File: config.mk
export PLATFORM = sky130hd
export DESIGN_NAME = drdy_sout_pin
export DESIGN_NICKNAME = d
export VERILOG_FILES = /design/src/rtl/drdy_pin_pkg.sv /design/src/rtl/drdy_sclk_sync.sv /design/src/rtl/drdy_pin_ctrl.sv /design/src/rtl/drdy_pin_datapath.sv /design/src/rtl/drdy_sout_pin.sv
export SDC_FILE = /design/constraint.sdc
export NUM_CORES = 1
export LEC_CHECK = 0
export ABC_AREA = 1
export BUFFER_PORTS_ARGS = -buffer_cell sky130_fd_sc_hd__buf_2
export CORE_ASPECT_RATIO = 1.75
export CORE_MARGIN = 3
export CORE_UTILIZATION = 51
export CTS_BUF_LIST = sky130_fd_sc_hd__clkbuf_2
export CTS_CLUSTER_DIAMETER = 150
export CTS_CLUSTER_SIZE = 24
export DETAILED_ROUTE_END_ITERATION = 10
export GPL_TIMING_DRIVEN = 0
export PLACE_DENSITY = 0.69
export SKIP_CTS_REPAIR_TIMING = 1
export SYNTH_ARGS = -nofsm -noshare
export SYNTH_HDL_FRONTEND = slang
export SYNTH_SLANG_ARGS = --single-unit
File: constraint.sdc
create_clock -name clk -period 1.8 [get_ports clk]
set_input_delay 0.18 -clock clk [delete_from_list [all_inputs] [get_ports clk]]
set_output_delay 0.18 -clock clk [all_outputs]
set_load 0.02 [all_outputs]
File: src/rtl/drdy_pin_pkg.sv
package drdy_pin_pkg;
  localparam int WORD_W    = 24;
  localparam int CYCLE_LEN = 384;
  localparam int WRITE_LEN = 6;
  localparam int LOW_LEN   = 6;
  localparam int HIGH_LEN  = 6;
  localparam int TAIL_LEN  = 24;
  localparam int SYNC_LEN  = 2;

  typedef struct packed {
    logic writeDor;   // copy held word into output register, reset pointer
    logic reloadPtr;  // reset pointer at start of closing HIGH interval
    logic shiftEn;    // advance pointer on a serial-clock fall
  } ctrlStrobes_t;
endpackage

File: src/rtl/drdy_sclk_sync.sv
module drdy_sclk_sync #(
  parameter int SYNC_LEN = drdy_pin_pkg::SYNC_LEN
) (
  input  logic clk,
  input  logic rst,
  input  logic sclkIn,
  output logic sclkFall
);
  logic [SYNC_LEN:0] chainQ;

  always_ff @(posedge clk) begin
    if (rst) chainQ <= '0;
    else     chainQ <= {chainQ[SYNC_LEN-1:0], sclkIn};
  end

  assign sclkFall = chainQ[SYNC_LEN] & ~chainQ[SYNC_LEN-1];
endmodule

File: src/rtl/drdy_pin_ctrl.sv
module drdy_pin_ctrl
  import drdy_pin_pkg::*;
#(
  parameter int CYCLE_LEN = drdy_pin_pkg::CYCLE_LEN,
  parameter int WRITE_LEN = drdy_pin_pkg::WRITE_LEN,
  parameter int LOW_LEN   = drdy_pin_pkg::LOW_LEN,
  parameter int HIGH_LEN  = drdy_pin_pkg::HIGH_LEN,
  parameter int TAIL_LEN  = drdy_pin_pkg::TAIL_LEN,
  localparam int CNT_W    = $clog2(CYCLE_LEN)
) (
  input  logic             clk,
  input  logic             rst,
  input  logic             sclkFall,
  input  logic             shregMsb,
  output ctrlStrobes_t     strb,
  output logic [CNT_W-1:0] cntQ,
  output logic             pinOut,
  output logic             doutMode
);
  localparam logic [CNT_W-1:0] LowStart  = CNT_W'(WRITE_LEN);
  localparam logic [CNT_W-1:0] HighStart = CNT_W'(WRITE_LEN + LOW_LEN);
  localparam logic [CNT_W-1:0] DataStart = CNT_W'(WRITE_LEN + LOW_LEN + HIGH_LEN);
  localparam logic [CNT_W-1:0] TailStart = CNT_W'(CYCLE_LEN - TAIL_LEN);
  localparam logic [CNT_W-1:0] LastPos   = CNT_W'(CYCLE_LEN - 1);

  logic inData;

  always_ff @(posedge clk) begin
    if (rst)                  cntQ <= '0;
    else if (cntQ == LastPos) cntQ <= '0;
    else                      cntQ <= cntQ + 1'b1;
  end

  assign inData = (cntQ >= DataStart) && (cntQ < TailStart);

  always_comb begin
    strb.writeDor  = (cntQ == '0);
    strb.reloadPtr = (cntQ == TailStart);
    strb.shiftEn   = sclkFall && inData;
  end

  always_comb begin
    if (cntQ < LowStart)       pinOut = 1'b1;
    else if (cntQ < HighStart) pinOut = 1'b0;
    else if (cntQ < DataStart) pinOut = 1'b1;
    else if (cntQ < TailStart) pinOut = shregMsb;
    else                       pinOut = 1'b1;
  end

  assign doutMode = (cntQ >= HighStart) && (cntQ < TailStart);
endmodule

File: src/rtl/drdy_pin_datapath.sv
module drdy_pin_datapath
  import drdy_pin_pkg::*;
#(
  parameter int WORD_W = drdy_pin_pkg::WORD_W
) (
  input  logic              clk,
  input  logic              rst,
  input  ctrlStrobes_t      strb,
  input  logic [WORD_W-1:0] resultIn,
  input  logic              loadStb,
  output logic [WORD_W-1:0] dorQ,
  output logic              shregMsb
);
  logic [WORD_W-1:0] holdQ;
  logic              holdValidQ;
  logic [WORD_W-1:0] shregQ;

  always_ff @(posedge clk) begin
    if (rst) begin
      holdQ      <= '0;
      holdValidQ <= 1'b0;
      dorQ       <= '0;
      shregQ     <= '0;
    end else begin
      if (strb.writeDor) begin
        if (holdValidQ) begin
          dorQ   <= holdQ;
          shregQ <= holdQ;
        end else begin
          shregQ <= dorQ;
        end
      end else if (strb.reloadPtr) begin
        shregQ <= dorQ;
      end else if (strb.shiftEn) begin
        shregQ <= {shregQ[WORD_W-2:0], 1'b0};
      end
      if (strb.writeDor && holdValidQ) holdValidQ <= 1'b0;
      if (loadStb) begin
        holdQ      <= resultIn;
        holdValidQ <= 1'b1;
      end
    end
  end

  assign shregMsb = shregQ[WORD_W-1];
endmodule

File: src/rtl/drdy_sout_pin.sv
module drdy_sout_pin
  import drdy_pin_pkg::*;
(
  input  logic              clk,
  input  logic              rst,
  input  logic              sclkIn,
  input  logic [WORD_W-1:0] resultIn,
  input  logic              loadStb,
  output logic              pinOut,
  output logic              doutMode
);
  localparam int CNT_W = $clog2(CYCLE_LEN);

  ctrlStrobes_t      strb;
  logic              sclkFall;
  logic              shregMsb;
  logic [CNT_W-1:0]  cntQ;
  logic [WORD_W-1:0] dorQ;

  drdy_sclk_sync #(.SYNC_LEN(SYNC_LEN)) syncU (
    .clk(clk), .rst(rst), .sclkIn(sclkIn), .sclkFall(sclkFall)
  );

  drdy_pin_ctrl #(
    .CYCLE_LEN(CYCLE_LEN), .WRITE_LEN(WRITE_LEN), .LOW_LEN(LOW_LEN),
    .HIGH_LEN(HIGH_LEN), .TAIL_LEN(TAIL_LEN)
  ) ctrlU (
    .clk(clk), .rst(rst), .sclkFall(sclkFall), .shregMsb(shregMsb),
    .strb(strb), .cntQ(cntQ), .pinOut(pinOut), .doutMode(doutMode)
  );

  drdy_pin_datapath #(.WORD_W(WORD_W)) dpU (
    .clk(clk), .rst(rst), .strb(strb), .resultIn(resultIn),
    .loadStb(loadStb), .dorQ(dorQ), .shregMsb(shregMsb)
  );
endmodule

==> impl_metrics.py <==
metrics = {
    "global_routing": {
        "grt_pass1_vias": 4156,
        "use_met3_pct": 3.85,
        "grt_usage_pct": 24.5,
        "grt_busiest_layer": "met2",
        "gr-total-overflow": 0,
        "grt_start_max_net_pins": 16,
        "grt_pass1_wl_um": 17900,
        "use_met2_pct": 42.8,
        "use_met1_pct": 25.0,
        "antenna_found_initial": 0,
    },
    "die": {
        "start_util_pct": 53.4,
        "ioPinCount": 30,
        "die_y_um": 128,
        "row_count": 43,
        "core-area_um2": 8120,
        "dieArea_um2": 9690,
        "die_x_um": 75.7,
    },
    "timing": {
        "rsz0062_at_grt": "yes",
        "min_period_ns": 1.99,
        "drv_slew": 0,
        "fmax_mhz": 503,
        "setup_viol": 3,
        "finalSetupTns_ns": -0.348,
        "final.setup_skew_ns": 0.0161,
        "finalWorstSetupSlack_ns": -0.189,
        "slew_headroom_pct": 62.2,
        "hold_viol_final": 0,
        "tightestPinTransition_ns": 0.566,
        "min_period_over_period_pct": 110,
    },
    "power": {
        "power_density_nw_per_um2": 769,
        "vdd_drop_max_uv": 456,
        "p_leak_nw": 2.45,
    },
    "cells_and_area": {
        "post-route-util_pct": 64.6,
        "drive_above_1_share_pct": 17.6,
        "fillCellCount": 741,
        "area_delta_synth_final_pct": 20.9,
        "ff_latch_area_um2": 1720,
        "nets": 770,
        "instances_no_fill": 857,
        "multiInputGateArea_um2": 2200,
        "antenna_cells": 0,
    },
    "synth": {
        "seq_area_frac_synth_pct": 39.2,
        "synth-xor-area-share_pct": 0.404,
        "ys_seq_elements": 85,
        "postSynthNetCount": 690,
        "synthTopCellsByCount": "nand2_1, nor2_1, dfxtp_1",
        "ys.flop_type": "dfxtp_1",
        "syn-cell-area_um2": 4340,
        "synthArstFlopShare_pct": 0,
        "synth.mux.area_fraction_pct": 0.260,
        "synth_area_leaders": "dfxtp_1, nand2_1, nor2_1",
        "synthAdderAreaFrac_pct": 0.577,
        "synth_largest_area_cell": "dfxtp_1",
        "syn_inst": 660,
        "synth-compound-area-share_pct": 9.54,
        "yosysMostFrequentCell": "nand2_1",
        "netlist-cell-type-count": 28,
        "yosysWarnings": 0,
        "synth-simple-area-share_pct": 38.1,
        "synth_top_area_share_pct": 39.2,
        "synth_top_family_by_area": "simple AND/OR/NAND/NOR gates",
        "avgSynthCellArea_um2": 6.57,
        "synth_edf_count": 0,
    },
    "setup_path": {
        "slowest_stage": "dfxtp_2",
        "critPathKind": "flip-flop to primary output",
        "cp.required_ns": 1.62,
        "crit_path_max_incr_delay_ns": 0.37,
        "worstPathMaxFanout": 6,
        "worstPathCellList": "buf_6 > nor2_2 > nand2_4 > nor3_4 > o21ai_1 > buf_4",
        "arrival_ns": 1.81,
        "startpoint_type": "flip-flop",
        "r2r_cells": 6,
        "end_kind": "primary output",
    },
    "placement": {
        "io_buffers": 29,
        "gp_congestion": 0.850,
        "dpl.cell_count": 801,
        "dp_hpwl_um": 8610,
    },
    "run": {
        "drv_cap": 0,
    },
    "run_status": {
        "status": "finished with violations",
        "failed_checks": "negative setup slack",
    },
    "detailed_routing": {
        "vias": 4418,
        "ant_nets": 0,
        "wire_per_inst_um": 14.3,
        "viasPerCell": 5.16,
        "finalWirelength_um": 12200,
        "first_iter_violations": 352,
        "drtPass1Iterations": 5,
        "drc": 0,
    },
    "clock_tree": {
        "clock-sinks": 85,
        "htreeDepth": 3,
        "cts_buffers": 9,
        "insertion_delay_ns": 0.59,
        "cts_max_path_buffers": 2,
        "root_buffer": "clkbuf_2",
        "cts_tree": "built",
        "clk_pin_slew_ns": 0.25,
    },
    "min_path": {
        "hold_path_depth": 4,
        "hp-class": "input port to flip-flop",
    },
}
report_power, final:
part / total, mW / leakage, nW / switching, mW / internal (mW)
combinational: 0.908 / 1.67 / 0.535 / 0.373
clock: 1.05 / 0.0727 / 0.721 / 0.328
sequential: 2.07 / 0.703 / 0.0565 / 2.02
total: 4.03 / 2.45 / 1.31 / 2.72
worst max-delay path: cells and delay by family (launching register included):
kind | cells | cell delay (ns)
AO/OA/AOI/OAI | 1 | 0.09
AND/OR/NAND/NOR | 3 | 0.47
flip-flops | 1 | 0.37
buffers and inverters | 2 | 0.29
placed cells by master, fill, tap and decap left out, drive strengths merged:
cell type,n
nand2,172
nor2,122
dfxtp,85
nand3,80
inv,73
buf,62
o21ai,51
a21oi,31
dlygate4sd3,30
clkbuf,23
nor3,4
clkinv,3
nand4,2
ha,2
mux2,1
xor2,1
xnor2,1
clkinvlp,1
bufinv,1
worst paths after layout:
path,end,startpoint,slack [ns]
hold / removal,dpU.holdQ[0]$_SDFFE_PP0P_,loadStb,0.03
setup reg to reg,ctrlU.cntQ[5]$_SDFF_PP0_,ctrlU.cntQ[0]$_SDFF_PP0_,-0.01
setup / recovery,pinOut,ctrlU.cntQ[6]$_SDFF_PP0_,-0.19
hold reg to reg,syncU.chainQ[1]$_SDFF_PP0_,syncU.chainQ[0]$_SDFF_PP0_,0.43
layout make-up:
type,count,area share [%]
buffer,37,4.94
clock buffer,9,0.859
clock inverter,7,1.41
inverter,71,5.22
multi-input combinational,467,42.0
sequential,85,32.8
tap,112,2.67
timing repair buffer,69,10.1
per-stage QoR:
step	total power [mW]	area, µm²	setup slack (ns)	hold slack [ns]
global placement	2.90	4620	-0.00838	0.395
global route	4.24	5250	-0.267	0.0416
finish	4.03	5250	-0.189	0.0302
floorplan	2.71	4340	0.264	0.287
detailed placement	2.92	4620	-0.0383	0.404
CTS	3.94	4740	-0.372	-0.240
state kept, by name, indices dropped and copies added (netlist names):
name and cells:
syncU.chainQ 3, dpU.holdQ 24, ctrlU.cntQ 9, dpU.dorQ 24, dpU.shregQ 24, dpU.holdValidQ 1
kinds of logic after synthesis:
kind of cell	after synthesis
muxes	1
AOI/OAI and AO/OA	82
xor gates and xnor gates	2
DFF	85
buffers and inverters	108
and+or+nand+nor	380
adders and majority gates	2
per-layer routing:
layer  part of all wire [%]  wire length, µm
met1                     37             4500
met2                     53             6530
met3                    3.2              397
met4                    6.5              792
met5                      0                0
Power figures use the tool's default switching activity.
